$ cat src/rtl/sys_stack_pkg.sv
package sys_stack_pkg;
    // Operation chosen for the current cycle
    typedef enum logic [2:0] {
        OP_IDLE,
        OP_INT_RET,
        OP_SUB_RET,
        OP_LOOP_POP,
        OP_CALL,
        OP_LOOP_PUSH,
        OP_LOOP_FIN
    } stk_op_e;
endpackage

$ cat src/rtl/ss_cmd_arb.sv
// Fixed-priority selection of one command per cycle
module ss_cmd_arb
    import sys_stack_pkg::*;
(
    input  logic    busy,
    input  logic    int_ret,
    input  logic    sub_ret,
    input  logic    loop_pop,
    input  logic    call_push,
    input  logic    loop_push,
    output stk_op_e op
);
    always_comb begin
        if (busy)           op = OP_LOOP_FIN;
        else if (int_ret)   op = OP_INT_RET;
        else if (sub_ret)   op = OP_SUB_RET;
        else if (loop_pop)  op = OP_LOOP_POP;
        else if (call_push) op = OP_CALL;
        else if (loop_push) op = OP_LOOP_PUSH;
        else                op = OP_IDLE;
    end
endmodule

$ cat src/rtl/ss_bank.sv
// One half-width bank: two write ports, one asynchronous read port
module ss_bank #(
    parameter int DEPTH = 15,
    parameter int W     = 16,
    parameter int AW    = 4
) (
    input  logic          clk,
    input  logic          rst_n,
    input  logic          we_a,
    input  logic [AW-1:0] wa_a,
    input  logic [W-1:0]  wd_a,
    input  logic          we_b,
    input  logic [AW-1:0] wa_b,
    input  logic [W-1:0]  wd_b,
    input  logic [AW-1:0] ra,
    output logic [W-1:0]  rd
);
    logic [DEPTH-1:0][W-1:0] mem_d, mem_q;

    always_comb begin
        mem_d = mem_q;
        for (int i = 0; i < DEPTH; i++) begin
            if (we_a && wa_a == AW'(i)) mem_d[i] = wd_a;
            if (we_b && wa_b == AW'(i)) mem_d[i] = wd_b;
        end
    end

    always_ff @(posedge clk or negedge rst_n) begin
        if (!rst_n) mem_q <= '0;
        else        mem_q <= mem_d;
    end

    always_comb begin
        rd = '0;
        for (int i = 0; i < DEPTH; i++) begin
            if (ra == AW'(i)) rd = mem_q[i];
        end
    end
endmodule

$ cat src/rtl/sys_stack_ctl.sv
module sys_stack_ctl
    import sys_stack_pkg::*;
#(
    parameter int DEPTH = 15,
    parameter int W     = 16
) (
    input  logic                         clk,
    input  logic                         rst_n,
    input  logic                         call_push_i,
    input  logic                         loop_push_i,
    input  logic                         sub_ret_i,
    input  logic                         int_ret_i,
    input  logic                         loop_pop_i,
    input  logic [W-1:0]                 pc_i,
    input  logic [W-1:0]                 sr_i,
    input  logic [W-1:0]                 la_i,
    input  logic [W-1:0]                 lc_i,
    output logic [W-1:0]                 pc_o,
    output logic [W-1:0]                 sr_o,
    output logic [W-1:0]                 la_o,
    output logic [W-1:0]                 lc_o,
    output logic                         pc_vld_o,
    output logic                         sr_vld_o,
    output logic                         loop_vld_o,
    output logic                         busy_o,
    output logic [$clog2(DEPTH+1)-1:0]   sp_o,
    output logic                         ovf_o,
    output logic                         unf_o
);
    localparam int PW = $clog2(DEPTH + 1);
    localparam logic [PW-1:0] SP_FULL = PW'(DEPTH);
    localparam logic [PW-1:0] SP_PAIR = PW'(DEPTH - 2);
    localparam logic [PW-1:0] SP_ONE  = PW'(1);

    typedef struct packed {
        logic [PW-1:0] sp;
        logic          ovf;
        logic          unf;
        logic          busy;
        logic          pcv;
        logic          srv;
        logic          lv;
        logic [W-1:0]  pc;
        logic [W-1:0]  sr;
        logic [W-1:0]  la;
        logic [W-1:0]  lc;
    } ctl_t;

    ctl_t    st_d, st_q;
    stk_op_e op;

    logic          we_a, we_b;
    logic [PW-1:0] wa_a, wa_b, top_idx;
    logic [W-1:0]  hi_wd_a, lo_wd_a, hi_wd_b, lo_wd_b;
    logic [W-1:0]  hi_rd, lo_rd;

    ss_cmd_arb u_arb (
        .busy      (st_q.busy),
        .int_ret   (int_ret_i),
        .sub_ret   (sub_ret_i),
        .loop_pop  (loop_pop_i),
        .call_push (call_push_i),
        .loop_push (loop_push_i),
        .op        (op)
    );

    ss_bank #(.DEPTH(DEPTH), .W(W), .AW(PW)) u_hi_bank (
        .clk (clk), .rst_n (rst_n),
        .we_a (we_a), .wa_a (wa_a), .wd_a (hi_wd_a),
        .we_b (we_b), .wa_b (wa_b), .wd_b (hi_wd_b),
        .ra (top_idx), .rd (hi_rd)
    );

    ss_bank #(.DEPTH(DEPTH), .W(W), .AW(PW)) u_lo_bank (
        .clk (clk), .rst_n (rst_n),
        .we_a (we_a), .wa_a (wa_a), .wd_a (lo_wd_a),
        .we_b (we_b), .wa_b (wa_b), .wd_b (lo_wd_b),
        .ra (top_idx), .rd (lo_rd)
    );

    // Write position and data: a loop push places LA:LC at the current
    // top and PC:SR one slot above it; a call places PC:SR at the top.
    assign top_idx = st_q.sp - SP_ONE;
    assign wa_a    = st_q.sp;
    assign wa_b    = st_q.sp + SP_ONE;
    assign hi_wd_a = (op == OP_LOOP_PUSH) ? la_i : pc_i;
    assign lo_wd_a = (op == OP_LOOP_PUSH) ? lc_i : sr_i;
    assign hi_wd_b = pc_i;
    assign lo_wd_b = sr_i;

    always_comb begin
        st_d     = st_q;
        st_d.pcv = 1'b0;
        st_d.srv = 1'b0;
        st_d.lv  = 1'b0;
        we_a     = 1'b0;
        we_b     = 1'b0;
        unique case (op)
            OP_LOOP_FIN: begin
                st_d.la   = hi_rd;
                st_d.lc   = lo_rd;
                st_d.lv   = 1'b1;
                st_d.busy = 1'b0;
                st_d.sp   = st_q.sp - SP_ONE;
            end
            OP_INT_RET: begin
                st_d.pcv = 1'b1;
                st_d.srv = 1'b1;
                if (st_q.sp == '0) begin
                    st_d.unf = 1'b1;
                    st_d.pc  = '0;
                    st_d.sr  = '0;
                end else begin
                    st_d.pc = hi_rd;
                    st_d.sr = lo_rd;
                    st_d.sp = st_q.sp - SP_ONE;
                end
            end
            OP_SUB_RET: begin
                st_d.pcv = 1'b1;
                if (st_q.sp == '0) begin
                    st_d.unf = 1'b1;
                    st_d.pc  = '0;
                end else begin
                    st_d.pc = hi_rd;
                    st_d.sp = st_q.sp - SP_ONE;
                end
            end
            OP_LOOP_POP: begin
                if (st_q.sp <= SP_ONE) begin
                    st_d.unf = 1'b1;
                end else begin
                    st_d.pc   = hi_rd;
                    st_d.sr   = lo_rd;
                    st_d.pcv  = 1'b1;
                    st_d.srv  = 1'b1;
                    st_d.busy = 1'b1;
                    st_d.sp   = st_q.sp - SP_ONE;
                end
            end
            OP_CALL: begin
                if (st_q.sp == SP_FULL) begin
                    st_d.ovf = 1'b1;
                end else begin
                    we_a    = 1'b1;
                    st_d.sp = st_q.sp + SP_ONE;
                end
            end
            OP_LOOP_PUSH: begin
                if (st_q.sp > SP_PAIR) begin
                    st_d.ovf = 1'b1;
                end else begin
                    we_a    = 1'b1;
                    we_b    = 1'b1;
                    st_d.sp = st_q.sp + PW'(2);
                end
            end
            default: ;
        endcase
    end

    always_ff @(posedge clk or negedge rst_n) begin
        if (!rst_n) st_q <= '0;
        else        st_q <= st_d;
    end

    assign pc_o       = st_q.pc;
    assign sr_o       = st_q.sr;
    assign la_o       = st_q.la;
    assign lc_o       = st_q.lc;
    assign pc_vld_o   = st_q.pcv;
    assign sr_vld_o   = st_q.srv;
    assign loop_vld_o = st_q.lv;
    assign busy_o     = st_q.busy;
    assign sp_o       = st_q.sp;
    assign ovf_o      = st_q.ovf;
    assign unf_o      = st_q.unf;
endmodule

$ cat config.mk
export PLATFORM = sky130hd
export DESIGN_NAME = sys_stack_ctl
export DESIGN_NICKNAME = d
export VERILOG_FILES = /design/src/rtl/sys_stack_pkg.sv /design/src/rtl/ss_cmd_arb.sv /design/src/rtl/ss_bank.sv /design/src/rtl/sys_stack_ctl.sv
export SDC_FILE = /design/constraint.sdc
export NUM_CORES = 1
export LEC_CHECK = 0
export ABC_AREA = 1
export ABC_CLOCK_PERIOD_IN_PS = 6900
export BUFFER_PORTS_ARGS = -buffer_cell sky130_fd_sc_hd__buf_2
export CORE_MARGIN = 8
export CORE_UTILIZATION = 42
export DETAILED_ROUTE_END_ITERATION = 8
export PLACE_DENSITY = 0.58
export SKIP_CTS_REPAIR_TIMING = 1
export SYNTH_ARGS = -nofsm -noshare
export SYNTH_HDL_FRONTEND = slang
export SYNTH_SLANG_ARGS = --single-unit
$ cat constraint.sdc
create_clock -name clk -period 6.9 [get_ports clk]
set_input_delay 0.69 -clock clk [delete_from_list [all_inputs] [get_ports clk]]
set_output_delay 0.69 -clock clk [all_outputs]
set_load 0.005 [all_outputs]
# Word-level counts from Yosys, hierarchy flattened
# Cells that the tools add are included.
# word_totals
reg_bits,554
input_bits,71
output_inout_bits,74
# classes
addsub,3
eq_ne,57
mux,123
magnitude_cmp,2
n_reduce_logical,61
# op_table
cell,n
16-bit 2-to-1 mux,93
4-bit == test (second input constant),22
32-bit 2-to-1 mux,2
4-bit by 3-bit == test with 1-bit output (second input constant),12
16-bit case mux with 3 select lines,1
2-bit nonzero test,19
16-bit case mux with 2 select lines,1
1-bit logical AND,30
4-bit by 2-bit == test with 1-bit output (second input constant),6
3-bit 2-to-1 mux,7
4-bit case mux with 5 select lines,1
4-bit 2-to-1 mux,4
4-bit by 1-bit == test with 1-bit output (second input constant),3
4-bit logical NOT,3
2-bit inequality test (second input constant),6
1-bit case mux with 2 select lines,6
3-bit == test (second input constant),3
1-bit 2-to-1 mux,8
3-bit by 2-bit == test with 1-bit output (second input constant),2
2-bit AND reduction,3
3-bit AND reduction,2
5-bit AND reduction,1
5-bit nonzero test,1
4-bit by 1-bit adder with 4-bit output (second input constant),1
8 further kinds,9

# Logic depth before layout (Yosys ltp)
# Gate-level depths: netlist of the first run.
# depth
depth_word,19
ltp_mapped,27

# Hierarchy
# Synthesis of the first run repeated with hierarchy kept, for this count alone.
# unflattened
hier_cells,4071
hier_area_um2,29816.1
# modules_own_cells
module,instances,area_per_inst_um2,cells_per_inst,seq_area_each_um2
ss_bank at u_hi_bank,1,13076.3,1783,6005.8
ss_bank at u_lo_bank,1,13022.5,1786,6005.8
sys_stack_ctl,1,3656.0,488,1851.8
ss_cmd_arb,1,61.3,14,0.0

# Worst setup path after synthesis of the first run
# Ideal clock, no wire load.
# synth_timing
path_type,register to register
startpoint,"register st_q, in the netlist sp_o[0]"
endpoint,"register st_q, in the netlist la_o[8]"
t_required_ns,6.783
setup_slack_ns,4.208
stages_incl_launch_ff,24
arrival_ns,2.575
path_cell_list,dfrtp_1 inv_1 ha_1 inv_2 nor2_4 nor2_8 nand2_4 nor2_8 inv_2 buf_2 o21ai_1 inv_1 a21oi_1 o21bai_1 nand2_1 nand3_1 nand2_1 nand3_1 nand3_1 nand3_1 nand2_1 nand2_1 nand2_1 nand2_1
# synth_between
elab_chain_len,17
elab_cells_between_ends,31
# synth_lines
element,line_no,source
"start, declared",sys_stack_ctl.sv:49,"ctl_t st_d, st_q;"
"start signal, assigned",sys_stack_ctl.sv:164,else st_q <= st_d;
4-bit by 1-bit subtractor with 4-bit output (*),sys_stack_ctl.sv:83,assign top_idx = st_q.sp - SP_ONE;
4-bit logical NOT,ss_bank.sv:36,if (ra == AW'(i)) rd = mem_q[i];
16-bit 2-to-1 mux (14 in series),ss_bank.sv:36,
16-bit 2-to-1 mux (*),ss_bank.sv:36,
# Every way passes the cells marked *; elsewhere a longest branch is shown, timed or not.
# A chain may end at the register's enable or synchronous reset.

# Worst setup path in the final report of the first run
# layout_timing
startpoint,"register st_q, in the netlist sp_o[1]"
endpoint,"register st_q, in the netlist lc_o[6]"
# The elaborated chain is that of the path after synthesis.

==> summary.txt, run 1 <==
Synth
  – Synth cell types: 47
  – Asr flop ratio synth: between 90% and 100%
  – Area share of the largest cell type after synthesis: a little under half
  – Synth Flop Type: dfrtp_1
  – Synth Warn #: 0
  – Post-Syn Area: just under 30,000 sq um
  – Mean Syn Cell Area: ~8.1 sq um
  – Sequential share of the synthesized area: between 40% and 50%
  – Post-synth EDFFs: 0
  – Synth area leaders: dfrtp_1 (47%), nand2_1 (16%), o221ai_1 (9.9%)
  – Post-synth top cells: nand2_1 (1,244), dfrtp_1 (554), o221ai_1 (333)
  – Post-Syn Instances: 3,663
  – Syn Nets: 3,745
  – Most common cell in the synthesized netlist: nand2_1
  – Biggest area consumer among synthesized cells: dfrtp_1
  – Seq cells post-synth: ~550

Setup path
  – Worst setup SP type: flip-flop
  – R2r startpoint: sp_o[1]
  – CP Capture Type: flip-flop
  – Critical path capture point: lc_o[6]
  – CP required: 7.41 ns
  – Crit path DAT: 5.16 ns
  – Worst Path Max Fanout: 25
  – Register-to-Register Setup Slack: about 2.2 ns
  – Worst reg2reg endpoint: lc_o[6]
  – Reg2reg path depth: 23
  – CP startpoint: sp_o[1]
  – WS Path Type: reg -> reg

Route
  – WL per Instance: about 24 um
  – Final ANT Viol Nets: 0
  – Total Wirelength: around 110,000 um
  – Via count: 27,100
  – First-iteration detailed-routing DRC count: between 3,000 and 4,000
  – Drt first pass iters: 6
  – Number of remaining DRC errors: 0
  – Vias/cell: just under 6

Timing
  – Post-route minimum period: between 4 and 5 ns
  – Fmax: 215 MHz
  – Setup violations, final: 0
  – Final TNS setup: 0 ns
  – Fin. Hold Viols: 0
  – Slew headroom: between 10% and 20%
  – Final Cycle Share: 67.5%
  – Max-slew violations: 0
  – Worst Tran Pin Value: about 1.2 ns
  – Worst Clk Skew: approximately 0.021 ns
  – RSZ-0062 raised after global routing: false

GRT
  – First-pass GRT wire length: 169,000 um
  – Largest net degree at the start of global routing: 138
  – Initial antenna violation count: 0
  – Overflow after GRT: 0
  – GRT Total Usage: between 20% and 30%
  – Vias in the first global route: 26,800

Place
  – Placed cell count: roughly 4,500
  – DP Area: between 30,000 and 40,000 sq um
  – Number of port buffers: 144
  – RD Place Congestion: between 0.8 and 0.9
  – Hpwl dp: between 70,000 and 80,000 um

Clocking
  – Root buf cell: clkbuf_16
  – Clock sink total: ~550
  – TritonCTS buffer count: 66
  – CTS tree: yes
  – Worst-Skew Late Latency: about 0.62 ns
  – Buffers from clock root to sink, at most: 3
  – H-tree level count: 3
  – Clock slew at reported path FFs: about 0.060 ns

Final layout
  – Core Util, Final: around 47%
  – Area growth syn-to-layout: 11.6%
  – Final nets: between 3,000 and 4,000
  – Fraction of layout cells with a size suffix above 1: 13.0%
  – Non-filler instance count after layout: between 4,000 and 5,000
  – Diode count: 0
  – Fill count: slightly below 7,000
  – Final Instance Area: 32,900 sq um

Die
  – Die height: between 200 and 300 um
  – Core area: 69,800 sq um
  – I/O pin cnt: 145
  – Area of the die: 79,000 sq um
  – Chip Width: between 200 and 300 um
  – Row cnt: 97
  – Starting Density: between 40 and 50%

Power and ir drop
  – PwrDens: 460 nW/um^2
  – Leakage: approximately 16 nW
  – Sw power: 6.41 mW
  – Sw Share: between 40% and 50%
  – Clock network power share: a little under a quarter
  – Peak VDD IR: about 0.23 mV
  – Power Internal: a little under 9 mW
  – Sequential power share: 34.3%
  – Combinational power share: 42.3%

Hold path
  – Hold Crit Class: in -> async

Run
  – Max Cap Viol: 0

Outcome
  – Status: completed
[metrics by stage]
stage | total power [mW] | worst slack (ns) | hold WS [ns]
global placement | 11.5 | 2.33 | 0.447
finish | 15.1 | 2.24 | 0.103
CTS | 15.2 | 2.30 | 0.124
floorplan | 9.37 | 4.21 | 0.394
global route | 16.2 | 1.85 | 0.160
detailed placement | 11.6 | 2.32 | 0.455
[cells by family after synthesis]
kind of cell	share of synthesized area, %
AO/OA/AOI/OAI	18.2
XOR/XNOR	0.0890
adder cells (fa/ha/maj)	0.466
buffers and inverters	8.67
flip-flops	47.0
AND/OR/NAND/NOR	25.6
[cell usage in the layout, fill, tap and decap left out, types with 7 or more instances in the layout]
cell type | Yosys | final
nor3_1 | 43 | 42
clkbuf_8 | 0 | 17
nand3_1 | 243 | 242
a221oi_1 | 27 | 27
clkbuf_16 | 0 | 67
nand3b_1 | 15 | 15
nor3_2 | 8 | 8
a22oi_1 | 11 | 11
clkinv_2 | 1 | 10
o21ai_0 | 139 | 139
o21ai_1 | 20 | 20
nor2_4 | 11 | 16
a211oi_1 | 19 | 19
buf_4 | 4 | 55
o221ai_2 | 30 | 30
buf_2 | 54 | 143
a221oi_2 | 9 | 9
nand4_1 | 9 | 9
or2_0 | 22 | 22
clkbuf_1 | 204 | 18
o211ai_1 | 43 | 43
a21oi_1 | 17 | 16
o221ai_1 | 333 | 333
o21bai_1 | 7 | 7
or2_2 | 38 | 38
clkinv_1 | 15 | 16
inv_2 | 28 | 29
dfrtp_1 | 554 | 554
inv_1 | 323 | 321
ha_1 | 11 | 11
nor2_1 | 118 | 107
nand2_1 | 1244 | 1242
nor2_2 | 13 | 19
[layer usage]
layer	track usage [%]	part of all wire (%)	vias to the layer above
met4	11.3	4.2	0
li1	-	-	12400
met1	37.0	42	13300
met3	4.13	7.2	231
met2	44.7	47	1184
met5	0	0	-
[power by group through the flow]
| stage | registers [mW] | logic [mW] | clock network (mW) |
|---|---|---|---|
| floorplan | 5.07 | 4.30 | 0 |
| global placement | 5.20 | 6.32 | 0 |
| global route | 5.34 | 7.18 | 3.69 |
| finish | 5.20 | 6.41 | 3.53 |
| detailed placement | 5.21 | 6.38 | 0 |
| CTS | 5.17 | 6.40 | 3.58 |
[worst min-delay path by stage]
stage / from / endpoint / slack [ns]
after floorplan: rst_n / busy_o / 0.39
after CTS: rst_n / u_lo_bank.mem_q[102] / 0.12
after global routing: rst_n / u_lo_bank.mem_q[102] / 0.16
after detailed placement: unf_o / unf_o / 0.45
final: rst_n / u_lo_bank.mem_q[102] / 0.10
after global placement: unf_o / unf_o / 0.45
[area by class of cell]
cell class                      instances  area, sq um  share of cell area [%]
Timing Repair Buffer                  201         1180                    3.59
Inverter                              369         1390                    4.22
Clock buffer                          102         1980                    6.01
Clock inverter                         17          173                   0.524
Sequential cell                       554        13900                    42.1
Tap cell                              940         1180                    3.57
Multi-Input combinational cell       2461        13200                    40.0
[sequential cells by signal, indices dropped and copies added, names as in the netlist]
| name | count |
|---|---|
| pc_vld_o | 1 |
| loop_vld_o | 1 |
| ovf_o | 1 |
| busy_o | 1 |
| lc_o | 16 |
| unf_o | 1 |
| sp_o | 4 |
| la_o | 16 |
| sr_o | 16 |
| u_lo_bank.mem_q | 240 |
| sr_vld_o | 1 |
| u_hi_bank.mem_q | 240 |
| pc_o | 16 |
[critical path, stage by stage, from the launching register on]
cell and delay, ns:
dfrtp_1 0.50, inv_1 0.21, ha_1 0.30, inv_2 0.19
nor2_4 0.07, nor2_8 0.23, nor2_4 0.17, nand2_2 0.53
clkinv_1 0.78, nand2_1 0.29, nand2_1 0.08, nand3b_1 0.19
nand2_1 0.06, nand2_1 0.05, nand2_1 0.10, nand3_1 0.09
nand3_1 0.16, nand2_1 0.09, nand2_1 0.06, nand3_1 0.10
nand2_1 0.07, nand2_1 0.09, nand2_1 0.07, nand2_1 0.05
Power figures use the tool's default switching activity.
==> run 2, diff against run 1 <==
--- a/config.mk
+++ b/config.mk
@@ -6,12 +6,12 @@
 export NUM_CORES = 1
 export LEC_CHECK = 0
 export ABC_AREA = 1
-export ABC_CLOCK_PERIOD_IN_PS = 6900
+export ABC_CLOCK_PERIOD_IN_PS = 4000
 export BUFFER_PORTS_ARGS = -buffer_cell sky130_fd_sc_hd__buf_2
 export CORE_MARGIN = 8
 export CORE_UTILIZATION = 42
 export DETAILED_ROUTE_END_ITERATION = 8
-export PLACE_DENSITY = 0.58
+export PLACE_DENSITY = 0.6
 export SKIP_CTS_REPAIR_TIMING = 1
 export SYNTH_ARGS = -nofsm -noshare
 export SYNTH_HDL_FRONTEND = slang
==> constraint.sdc (replaced) <==
create_clock -name clk -period 4 [get_ports clk]
set_input_delay 0.4 -clock clk [delete_from_list [all_inputs] [get_ports clk]]
set_output_delay 0.4 -clock clk [all_outputs]
set_load 0.005 [all_outputs]
==> run 2 against run 1 <==
  * Sequential power grew 72%
  * Clock skew shrank 0.0032 ns
  * Total power rose by 71%
  * Clock power is 61% higher
  * Non-clock buffer count is 46 higher
  * Critical path depth is 9 lower
  * Sequential cell count unchanged
  * Worst setup slack got worse by 1.9 ns
  * Sequential share of layout area shrank 0.38 points
  * Combinational power increased by 75%
  * Count of clock-buffer cells in the layout shrank 16
  * Critical path type unchanged
==> summary.txt, run 2 (synthesis results as in run 1) <==
Timing
  – Post-route minimum period: approximately 3.7 ns
  – Final Cycle Share: around 91%
  – Setup violations, final: 0
  – Worst Clk Skew: ~0.018 ns
  – Slew headroom: between 10% and 20%
  – Final TNS setup: 0 ns
  – Fin. Hold Viols: 0
  – RSZ-0062 raised after global routing: false
  – Final hold slack: slightly above 0.06 ns
  – Fmax: between 200 and 300 MHz
  – Worst Tran Pin Value: around 1.3 ns
  – Max-slew violations: 0

Route
  – Vias/cell: 5.89
  – Number of remaining DRC errors: 0
  – Final ANT Viol Nets: 0
  – Via count: between 20,000 and 30,000
  – Total Wirelength: about 110,000 um
  – Drt first pass iters: 5
  – First-iteration detailed-routing DRC count: ~2,700
  – WL per Instance: between 20 and 25 um

Setup path
  – Worst path bufs/invs: 5
  – R2r startpoint: sp_o[0]
  – Worst Path Max Fanout: 17
  – CP Cell Sequence: inv_1, ha_1, nor3_1, nor2_4, inv_2, o21ai_4, inv_4, nor2_4, inv_4, nor2_8, nor2_2, clkinv_2, nor2_1, a211oi_2
  – Crit path max-delay family: simple AND/OR/NAND/NOR gates
  – WS Path Type: reg -> reg
  – Crit path DAT: 4.13 ns
  – CP startpoint: sp_o[0]
  – CP Capture Type: flip-flop
  – CP peak stage delay: around 0.71 ns
  – CP max-delay cell: nor2_2
  – Worst setup SP type: flip-flop
  – CP required: between 4 and 5 ns
  – Register-to-Register Setup Slack: 0.34 ns

Run
  – Max Cap Viol: 0

Power and ir drop
  – Peak VDD IR: ~0.38 mV
  – PwrDens: 777 nW/um^2
  – Leakage: ~16 nW

Clocking
  – Clock sink total: 554
  – TritonCTS buffer count: between 50 and 60
  – Clock slew at reported path FFs: 0.06 ns
  – Buffers from clock root to sink, at most: 3
  – Worst-Skew Late Latency: between 0.6 and 0.7 ns
  – Root buf cell: clkbuf_16
  – CTS tree: yes
  – H-tree level count: 2

GRT
  – First-pass GRT wire length: around 170,000 um
  – Vias in the first global route: 26,800
  – Initial antenna violation count: 0
  – Largest net degree at the start of global routing: 94
  – GRT Total Usage: between 20 and 30%
  – Overflow after GRT: 0

Place
  – RD Place Congestion: 0.902
  – DP Area: 31,300 sq um
  – Number of port buffers: roughly 140
  – Hpwl dp: 73,400 um

Final layout
  – Diode count: 0
  – Biggest regs: u_hi_bank.mem_q (240), u_lo_bank.mem_q (240)
  – Fill count: between 6,000 and 7,000
  – Commonest cells after routing, fill and taps aside: nand2_1 (1,243), dfrtp_1 (554), o221ai_1 (333)
  – Commonest non-fill, non-tap cell in the layout: nand2_1
  – Final nets: roughly 3,800
  – Fraction of layout cells with a size suffix above 1: about 14%
  – Final Instance Area: approximately 33,000 sq um
  – Area growth syn-to-layout: 12.6%

Hold path
  – Hold_sp: pc_i[8]
  – Hold Crit Class: in -> reg

Die
  – Area of the die: between 70,000 and 80,000 sq um
  – Starting Density: between 40% and 50%
  – I/O pin cnt: 145
  – Chip Width: about 280 um
  – Die height: between 200 and 300 um
  – Row cnt: 97
  – Core area: about 70,000 sq um

Outcome
  – Status: completed
run 2: changes by cell type in the layout (fill, tap and decap cells not counted), sizes merged:
cell,delta
buf,+45
clkbuf,-16
bufinv,+2
clkinvlp,+2
clkinv,+1
dlygate4sd3,+1
run 2: stage by stage:
stage	total power, mW	worst slack [ns]	std cells	util, %
2_1_floorplan	16.2	1.31	3663	-
3_3_place_gp	20.0	0.385	4570	44.8
3_5_place_dp	20.1	0.378	4570	44.8
4_1_cts	25.8	0.355	4678	47.6
5_1_grt	27.7	0.0321	4679	47.6
6_report	25.8	0.344	4679	47.6
run 2: layout make-up:
class	count	area, sq um	share of cell area [%]
repair buffers	247	1680	5.06
well taps	940	1180	3.54
inverters	369	1390	4.19
clock inverters	22	226	0.681
multi-input cells	2461	13200	39.6
flip-flops and latches	554	13900	41.7
clock buffers	86	1730	5.20
run 2: power by group:
group | total (mW) | switching (mW) | internal, mW
Clock | 5.69 | 2.45 | 3.24
Sequential | 8.92 | 1.09 | 7.83
Combinational | 11.2 | 7.37 | 3.84
run 2: layer usage:
| metal | share of wire (%) | global-route usage, % | up-vias |
|---|---|---|---|
| li1 | - | - | 12400 |
| met4 | 4.5 | 11.8 | 0 |
| met5 | 0 | 0 | - |
| met1 | 42 | 36.5 | 13700 |
| met3 | 7.0 | 3.57 | 229 |
| met2 | 47 | 43.3 | 1213 |
run 2: final timing paths:
path / end / depth (start not counted)
setup / recovery: u_lo_bank.mem_q[91] / 14
hold / removal: u_hi_bank.mem_q[56] / 3
setup reg to reg: u_lo_bank.mem_q[91] / 14
hold reg to reg: unf_o / 1
max in group asynchronous: lc_o[9] / 3
min in group asynchronous: u_lo_bank.mem_q[89] / 2
run 2: tightest hold or removal path, cell delays in order:
cell and delay (ns):
buf_2 0.10, a22oi_1 0.07, o21ai_0 0.08
